[src/rtl/pollPkg.sv]
package pollPkg;
  typedef enum logic [1:0] {
    OP_PROG = 2'd0,
    OP_SECT = 2'd1,
    OP_CHIP = 2'd2,
    OP_NONE = 2'd3
  } opKind_e;

  typedef struct packed {
    logic capture;
    logic flip;
  } pollStrobe_t;
endpackage

[src/rtl/pollCtrl.sv]
module pollCtrl import pollPkg::*; #(
  parameter int PROG_CYC = 5,
  parameter int SECT_CYC = 9,
  parameter int CHIP_CYC = 13
) (
  input  logic        clk,
  input  logic        rstN,
  input  logic        startReq,
  input  logic [1:0]  opType,
  input  logic        ceN,
  input  logic        oeN,
  input  logic        weN,
  input  logic        rdEn,
  output logic        busy,
  output pollStrobe_t strb
);
  localparam int MAX_A  = (PROG_CYC > SECT_CYC) ? PROG_CYC : SECT_CYC;
  localparam int MAX_C  = (MAX_A > CHIP_CYC) ? MAX_A : CHIP_CYC;
  localparam int CNT_W  = $clog2(MAX_C + 1);

  logic [CNT_W-1:0] cntQ;
  logic [CNT_W-1:0] durSel;
  logic             writeGate;
  logic             accept;

  always_comb begin
    case (opKind_e'(opType))
      OP_PROG: durSel = CNT_W'(PROG_CYC);
      OP_SECT: durSel = CNT_W'(SECT_CYC);
      OP_CHIP: durSel = CNT_W'(CHIP_CYC);
      default: durSel = '0;
    endcase
  end

  assign writeGate = oeN && !ceN && !weN;
  assign accept    = startReq && !busy && writeGate && (opKind_e'(opType) != OP_NONE);

  always_ff @(posedge clk or negedge rstN) begin
    if (!rstN) begin
      busy <= 1'b0;
      cntQ <= '0;
    end else if (accept) begin
      busy <= 1'b1;
      cntQ <= durSel;
    end else if (busy) begin
      if (cntQ == CNT_W'(1)) busy <= 1'b0;
      cntQ <= cntQ - CNT_W'(1);
    end
  end

  assign strb.capture = accept;
  assign strb.flip    = busy && rdEn;
endmodule

[src/rtl/pollData.sv]
module pollData import pollPkg::*; #(
  parameter int ADDR_W = 18,
  parameter int DATA_W = 8
) (
  input  logic              clk,
  input  logic              rstN,
  input  pollStrobe_t       strb,
  input  logic              busy,
  input  logic [1:0]        opType,
  input  logic [ADDR_W-1:0] progAddr,
  input  logic [DATA_W-1:0] progData,
  input  logic [ADDR_W-1:0] rdAddr,
  input  logic [DATA_W-1:0] arrayData,
  output logic [DATA_W-1:0] rdData
);
  localparam int POLL_BIT = DATA_W - 1;
  localparam int TOG_BIT  = DATA_W - 2;

  logic [ADDR_W-1:0] addrQ;
  logic              pollRefQ;
  opKind_e           opQ;
  logic              togQ;
  logic              pollBit;

  always_ff @(posedge clk or negedge rstN) begin
    if (!rstN) begin
      addrQ    <= '0;
      pollRefQ <= 1'b0;
      opQ      <= OP_NONE;
      togQ     <= 1'b0;
    end else if (strb.capture) begin
      addrQ    <= progAddr;
      pollRefQ <= progData[POLL_BIT];
      opQ      <= opKind_e'(opType);
      togQ     <= 1'b0;
    end else if (strb.flip) begin
      togQ     <= ~togQ;
    end
  end

  always_comb begin
    if (opQ == OP_PROG)
      pollBit = (rdAddr == addrQ) ? ~pollRefQ : arrayData[POLL_BIT];
    else
      pollBit = 1'b0;
    if (busy)
      rdData = {pollBit, togQ, arrayData[TOG_BIT-1:0]};
    else
      rdData = arrayData;
  end
endmodule

[src/rtl/pollUnit.sv]
module pollUnit import pollPkg::*; #(
  parameter int ADDR_W   = 18,
  parameter int DATA_W   = 8,
  parameter int PROG_CYC = 5,
  parameter int SECT_CYC = 9,
  parameter int CHIP_CYC = 13
) (
  input  logic              clk,
  input  logic              rstN,
  input  logic              startReq,
  input  logic [1:0]        opType,
  input  logic [ADDR_W-1:0] progAddr,
  input  logic [DATA_W-1:0] progData,
  input  logic              ceN,
  input  logic              oeN,
  input  logic              weN,
  input  logic              rdEn,
  input  logic [ADDR_W-1:0] rdAddr,
  input  logic [DATA_W-1:0] arrayData,
  output logic              busy,
  output logic [DATA_W-1:0] rdData
);
  pollStrobe_t strb;

  pollCtrl #(.PROG_CYC(PROG_CYC), .SECT_CYC(SECT_CYC), .CHIP_CYC(CHIP_CYC)) uCtrl (
    .clk(clk), .rstN(rstN), .startReq(startReq), .opType(opType),
    .ceN(ceN), .oeN(oeN), .weN(weN), .rdEn(rdEn), .busy(busy), .strb(strb)
  );

  pollData #(.ADDR_W(ADDR_W), .DATA_W(DATA_W)) uData (
    .clk(clk), .rstN(rstN), .strb(strb), .busy(busy), .opType(opType),
    .progAddr(progAddr), .progData(progData), .rdAddr(rdAddr),
    .arrayData(arrayData), .rdData(rdData)
  );
endmodule

[config.mk]
export PLATFORM = sky130hd
export DESIGN_NAME = pollUnit
export DESIGN_NICKNAME = d
export VERILOG_FILES = /design/src/rtl/pollPkg.sv /design/src/rtl/pollCtrl.sv /design/src/rtl/pollData.sv /design/src/rtl/pollUnit.sv
export SDC_FILE = /design/constraint.sdc
export NUM_CORES = 1
export LEC_CHECK = 0
export ABC_AREA = 1
export BUFFER_PORTS_ARGS = -buffer_cell sky130_fd_sc_hd__buf_2
export CORE_ASPECT_RATIO = 0.75
export CORE_MARGIN = 2
export CORE_UTILIZATION = 45
export DETAILED_ROUTE_END_ITERATION = 12
export GPL_TIMING_DRIVEN = 0
export PLACE_DENSITY = 0.81
export SYNTH_ARGS = -nofsm -noshare
export SYNTH_HDL_FRONTEND = slang
export SYNTH_SLANG_ARGS = --single-unit
[constraint.sdc]
create_clock -name clk -period 1.8 [get_ports clk]
set_input_delay 0.18 -clock clk [delete_from_list [all_inputs] [get_ports clk]]
set_output_delay 0.18 -clock clk [all_outputs]
set_load 0.02 [all_outputs]
# == Yosys cells after proc, flatten, opt, wreduce, memory -nomap -nowiden ==
# Cells that the tools add are included.
# op_classes
muxes,11
addsub,1
eq_ne,5
bitwise_logic,2
n_reduce_logical,13
# ops
operator,count
$eq A18 B18 Y1,1
$pmux W4 S3,1
$mux W4,2
$mux W8,1
$mux W1,7
$logic_and A1 B1 Y1,6
$eq A4 B1 Y1 const B,1
$logic_not A2 Y1,2
$reduce_bool A2 Y1,2
$sub A4 B1 Y4 const B,1
$logic_not A1 Y1,3
$eq A2 B1 Y1 const B,1
$eq A2 B2 Y1 const B,1
$ne A2 B2 Y1 const B,1
$not A1 Y1,2
# totals
inputBits,61
wordCells,38
reg_bits,27

# == Depth between registers and ports, before layout ==
# logic_depth
ltp_word,6
mapped_depth,10
ltp_nobuf,10

# == By module ==
# Synthesis repeated with hierarchy kept, for this count alone.
# hier_totals
cells_unflattened,227
hier_area_um2,1670.4
# by_module_without_submodules
mod,cells_each,area_per_inst_um2,instances,seq_area_each_um2
pollData,166,1236.2,1,553.0
pollCtrl,61,434.2,1,125.1

# == Least setup slack after synthesis ==
# Ideal clock, no wire load.
# synth_timing
path_kind,reg-to-output
startpoint,register uData.addrQ[0]
endpoint,output rdData[7]
path_stages_with_launch,10
slack_ns,0.524
arrival_time_ns,1.096
required_time_ns,1.620
cell_sequence,dfrtp_1 > nor2_1 > nor2_1 > nor2_1 > nand2_1 > nor2_1 > nand3_1 > nand2_1 > nand3_1 > nand2_1
# synth_between
elab_chain_len,4
# synth_lines
element,line_no,text
from (decl),pollData.sv:19,logic [ADDR_W-1:0] addrQ;
from (signal assigned),pollData.sv:32,addrQ <= progAddr;
$eq A18 B18 Y1,pollData.sv:43,pollBit = (rdAddr == addrQ) ? ~pollRefQ : arrayData[POLL_BIT];
$mux W1,pollData.sv:43,
$mux W1,pollData.sv:42,if (opQ == OP_PROG)
$mux W8,pollData.sv:46,if (busy)
to (decl),pollUnit.sv:21,output logic [DATA_W-1:0] rdData
# Every way passes these cells.

# == Worst setup path after layout ==
# layout_timing
startpoint,register uData.addrQ[16]
endpoint,output rdData[7]
# The elaborated chain is that of the path after synthesis.

==> results.toml <==
[run_status]
status = "finished, final reports clean"

[route]
dr.pass1.iters = 4
met1Wirelength_um = 1560
drc = 0
met3_length_um = 175
routed.top_layer = "met4"
vias_per_cell = 4.577
routed_wl_um = 3247
routedWlPerCell_um = 10.02
postRouteAntennaNets = 0
vias = 1483
met2_length_um = 1498
dr.first_iter.drc_count = 94

[synthesis]
synth.avg_cell_area_um2 = 7.231
synth-xor-area-share = 0.03819
synth_top_area_frac = 0.3897
synthAdderAreaFrac = 0.04677
synthTopCellsByArea = "dfrtp_1 (39%), nand2_1 (21%), inv_1 (7.2%), nor2_1 (5.1%), o21ai_0 (5.0%)"
synth_area_mm2 = 0.001605
synth_nets = 289
ys_types = 23
synth_top_cell_by_area = "dfrtp_1"
synth_warnings = 0
synthesis.instances = 222
synth_top_family_by_area = "simple AND/OR/NAND/NOR gates"
ys_ff_latch = 27
synth_simple_gate_area_frac = 0.2876
synth_seq_area_share = 0.4224
synth-compound-area-share = 0.07249
synthMuxAreaShare = 0

[global_route]
grt-ovfl-total = 0
grt_pass1_vias = 1376
grt_antenna_before_repair = 0
grt_pass1_wl_um = 5561
grt_start_max_net_pins = 28
track_usage = 0.1692

[power]
ir_worst_vdd_mv = 0.5546
p_sw_frac = 0.3792
power_switching_mw = 0.9136
p_leak_nw = 1.186
clock_power_share = 0.143
internal_power_mw = 1.495
power_density_mw_per_mm2 = 1198
sequentialPowerShare = 0.459
combinationalPowerShare = 0.398

[sta]
fmax_ghz = 0.5822
skew_ps = 11.19
maxSlewViolCount = 0
rsz0062_at_grt = "true"
fin_tns_setup_ps = 0
final.min_clock_period_ps = 1718
period_share = 0.9542
setup_viol = 0
worst_pin_slew_ps = 604.5
maxSlewHeadroom = 0.5970
hold_ws_ps = 90.03
finalHoldViolCount = 0
setup_ws_ps = 82.38

[final_layout]
drive_gt1_frac = 0.2923
final_area_mm2 = 0.002011
fillers = 316
regArea_um2 = 678.2
multi_input_area_um2 = 719.4
final_common_cell = "nand2_1"
diodes = 0
fin_nets = 352
final_cell_mix = "nand2_1 (88), buf_2 (56), inv_1 (30)"
areaGrowthSynthToFinish_pct = 25.25

[clocking]
cts.htree.levels = 1
cts_buffers = 3
clock_path_buffers = 2
clock_latency_ps = 270
cts_sinks = 27
path_clk_slew_ps = 100
clock-root-buffer = "clkbuf_8"
cts_tree = "yes"

[floorplan]
rows = 18
coreArea_mm2 = 0.003356
initial_core_util = 0.4784
dieArea_mm2 = 0.004066
ios = 70
fp.dieH_um = 55.73
die_w_um = 72.97

[worst_setup_path]
crit_fanout = 3
slowest_delay_ps = 410
cp-start-kind = "register"
critPathTopFamily = "simple AND/OR/NAND/NOR gates"
end_kind = "output port"
required_ps = 1620
critical_path_buf_inv_count = 1
cpMaxStageDelayCell = "dfrtp_1"
cp_cell_sequence = "nor2_1 > nor2_1 > nor2_1 > nand2_1 > nor2_2 > nand3_1 > nand2_1 > nand3_1 > nand2_1 > buf_6"
crit_arrival_ps = 1540
critPathKind = "reg -> out"

[min_path]
hp-class = "in -> reg"

[place]
gp_congestion = 0.7991
pre_cts_slack_ps = 318.9
dpl.hpwl_um = 2547
place_area_mm2 = 0.001936
portBuffers = 56

[flow_run]
maxCapViolations = 0
## metal layers
metal | GRT usage | vias up
met5 | 0 | -
met4 | 0.02381 | 0
met3 | 0.04529 | 2
met2 | 0.2857 | 35
met1 | 0.2217 | 660
li1 | - | 786
## synthesized netlist by cell type, drive strengths merged
library cell,instances
clkbuf,1
nor2,23
xor2,2
nand3,3
o22ai,1
inv,33
nand2,88
buf,10
ha,6
o21ai,17
o221ai,1
xnor2,5
dfstp,2
nand4,2
dfrtp,25
o211ai,1
nor3,2
## flip-flops by register name, indices dropped and copies added, names as in the netlist
name,count
uData.addrQ,18
uCtrl.cntQ,4
uData.opQ,2
uCtrl.busy,1
uData.pollRefQ,1
uData.togQ,1
## worst paths after layout
| kind | startpoint | endpoint | slack (ps) | depth (start not counted) |
|---|---|---|---|---|
| max reg2reg | uCtrl.busy | uCtrl.cntQ[3] | 510 | 5 |
| min | progAddr[14] | uData.addrQ[14] | 90 | 3 |
| min in group asynchronous | rstN | uData.addrQ[2] | 430 | 2 |
| max | uData.addrQ[16] | rdData[7] | 80 | 10 |
| min reg2reg | uData.pollRefQ | uData.pollRefQ | 490 | 2 |
| max in group asynchronous | rstN | uData.addrQ[8] | 960 | 2 |
## what timing repair did
| action | 4_1_cts | 5_1_grt |
|---|---|---|
| hold buffers | 1 | 0 |
| hold endpoints to repair | 25 | 0 |
| gates resized for setup | 0 | 5 |
| endpoints found under the setup margin | 0 | 1 |
| setup buffers | 0 | 1 |
## cell type report
class	count	share of cell area
sequential	27	0.3373
clock inverter	1	0.002489
tap	40	0.02489
buffer	11	0.04418
multi-input combinational	151	0.3578
inverter	33	0.06161
clock buffer	3	0.02054
timing repair buffer	58	0.1512
## cells by family after synthesis
family          after synthesis
flops                        27
compound gates               20
buf+inv                      44
simple gates                118
xor+xnor                      7
fa+ha+maj                     6
## worst register-to-register path, cell delays in order (launching register included)
cell,delay [ps]
dfrtp_1,470
nor2_2,150
nand3_2,120
buf_6,160
o221ai_1,170
o21ai_0,110
## metrics by stage
stage | total power [mW] | std cells | utilization
3_3_place_gp | 2.006 | 318 | 0.5768
3_5_place_dp | 2.045 | 318 | 0.5768
4_1_cts | 2.396 | 323 | 0.5936
6_report | 2.409 | 324 | 0.5992
5_1_grt | 2.653 | 324 | 0.5992
2_1_floorplan | 1.789 | 222 | -
## power by group through the flow
stage	Clock (mW)	Sequential [mW]	Combinational [mW]
after floorplan	0	1.09	0.703
after global placement	0	1.11	0.900
after detailed placement	0	1.11	0.932
after CTS	0.352	1.11	0.938
after global routing	0.378	1.15	1.12
final	0.344	1.11	0.959
(Power assumes the default switching activity.)
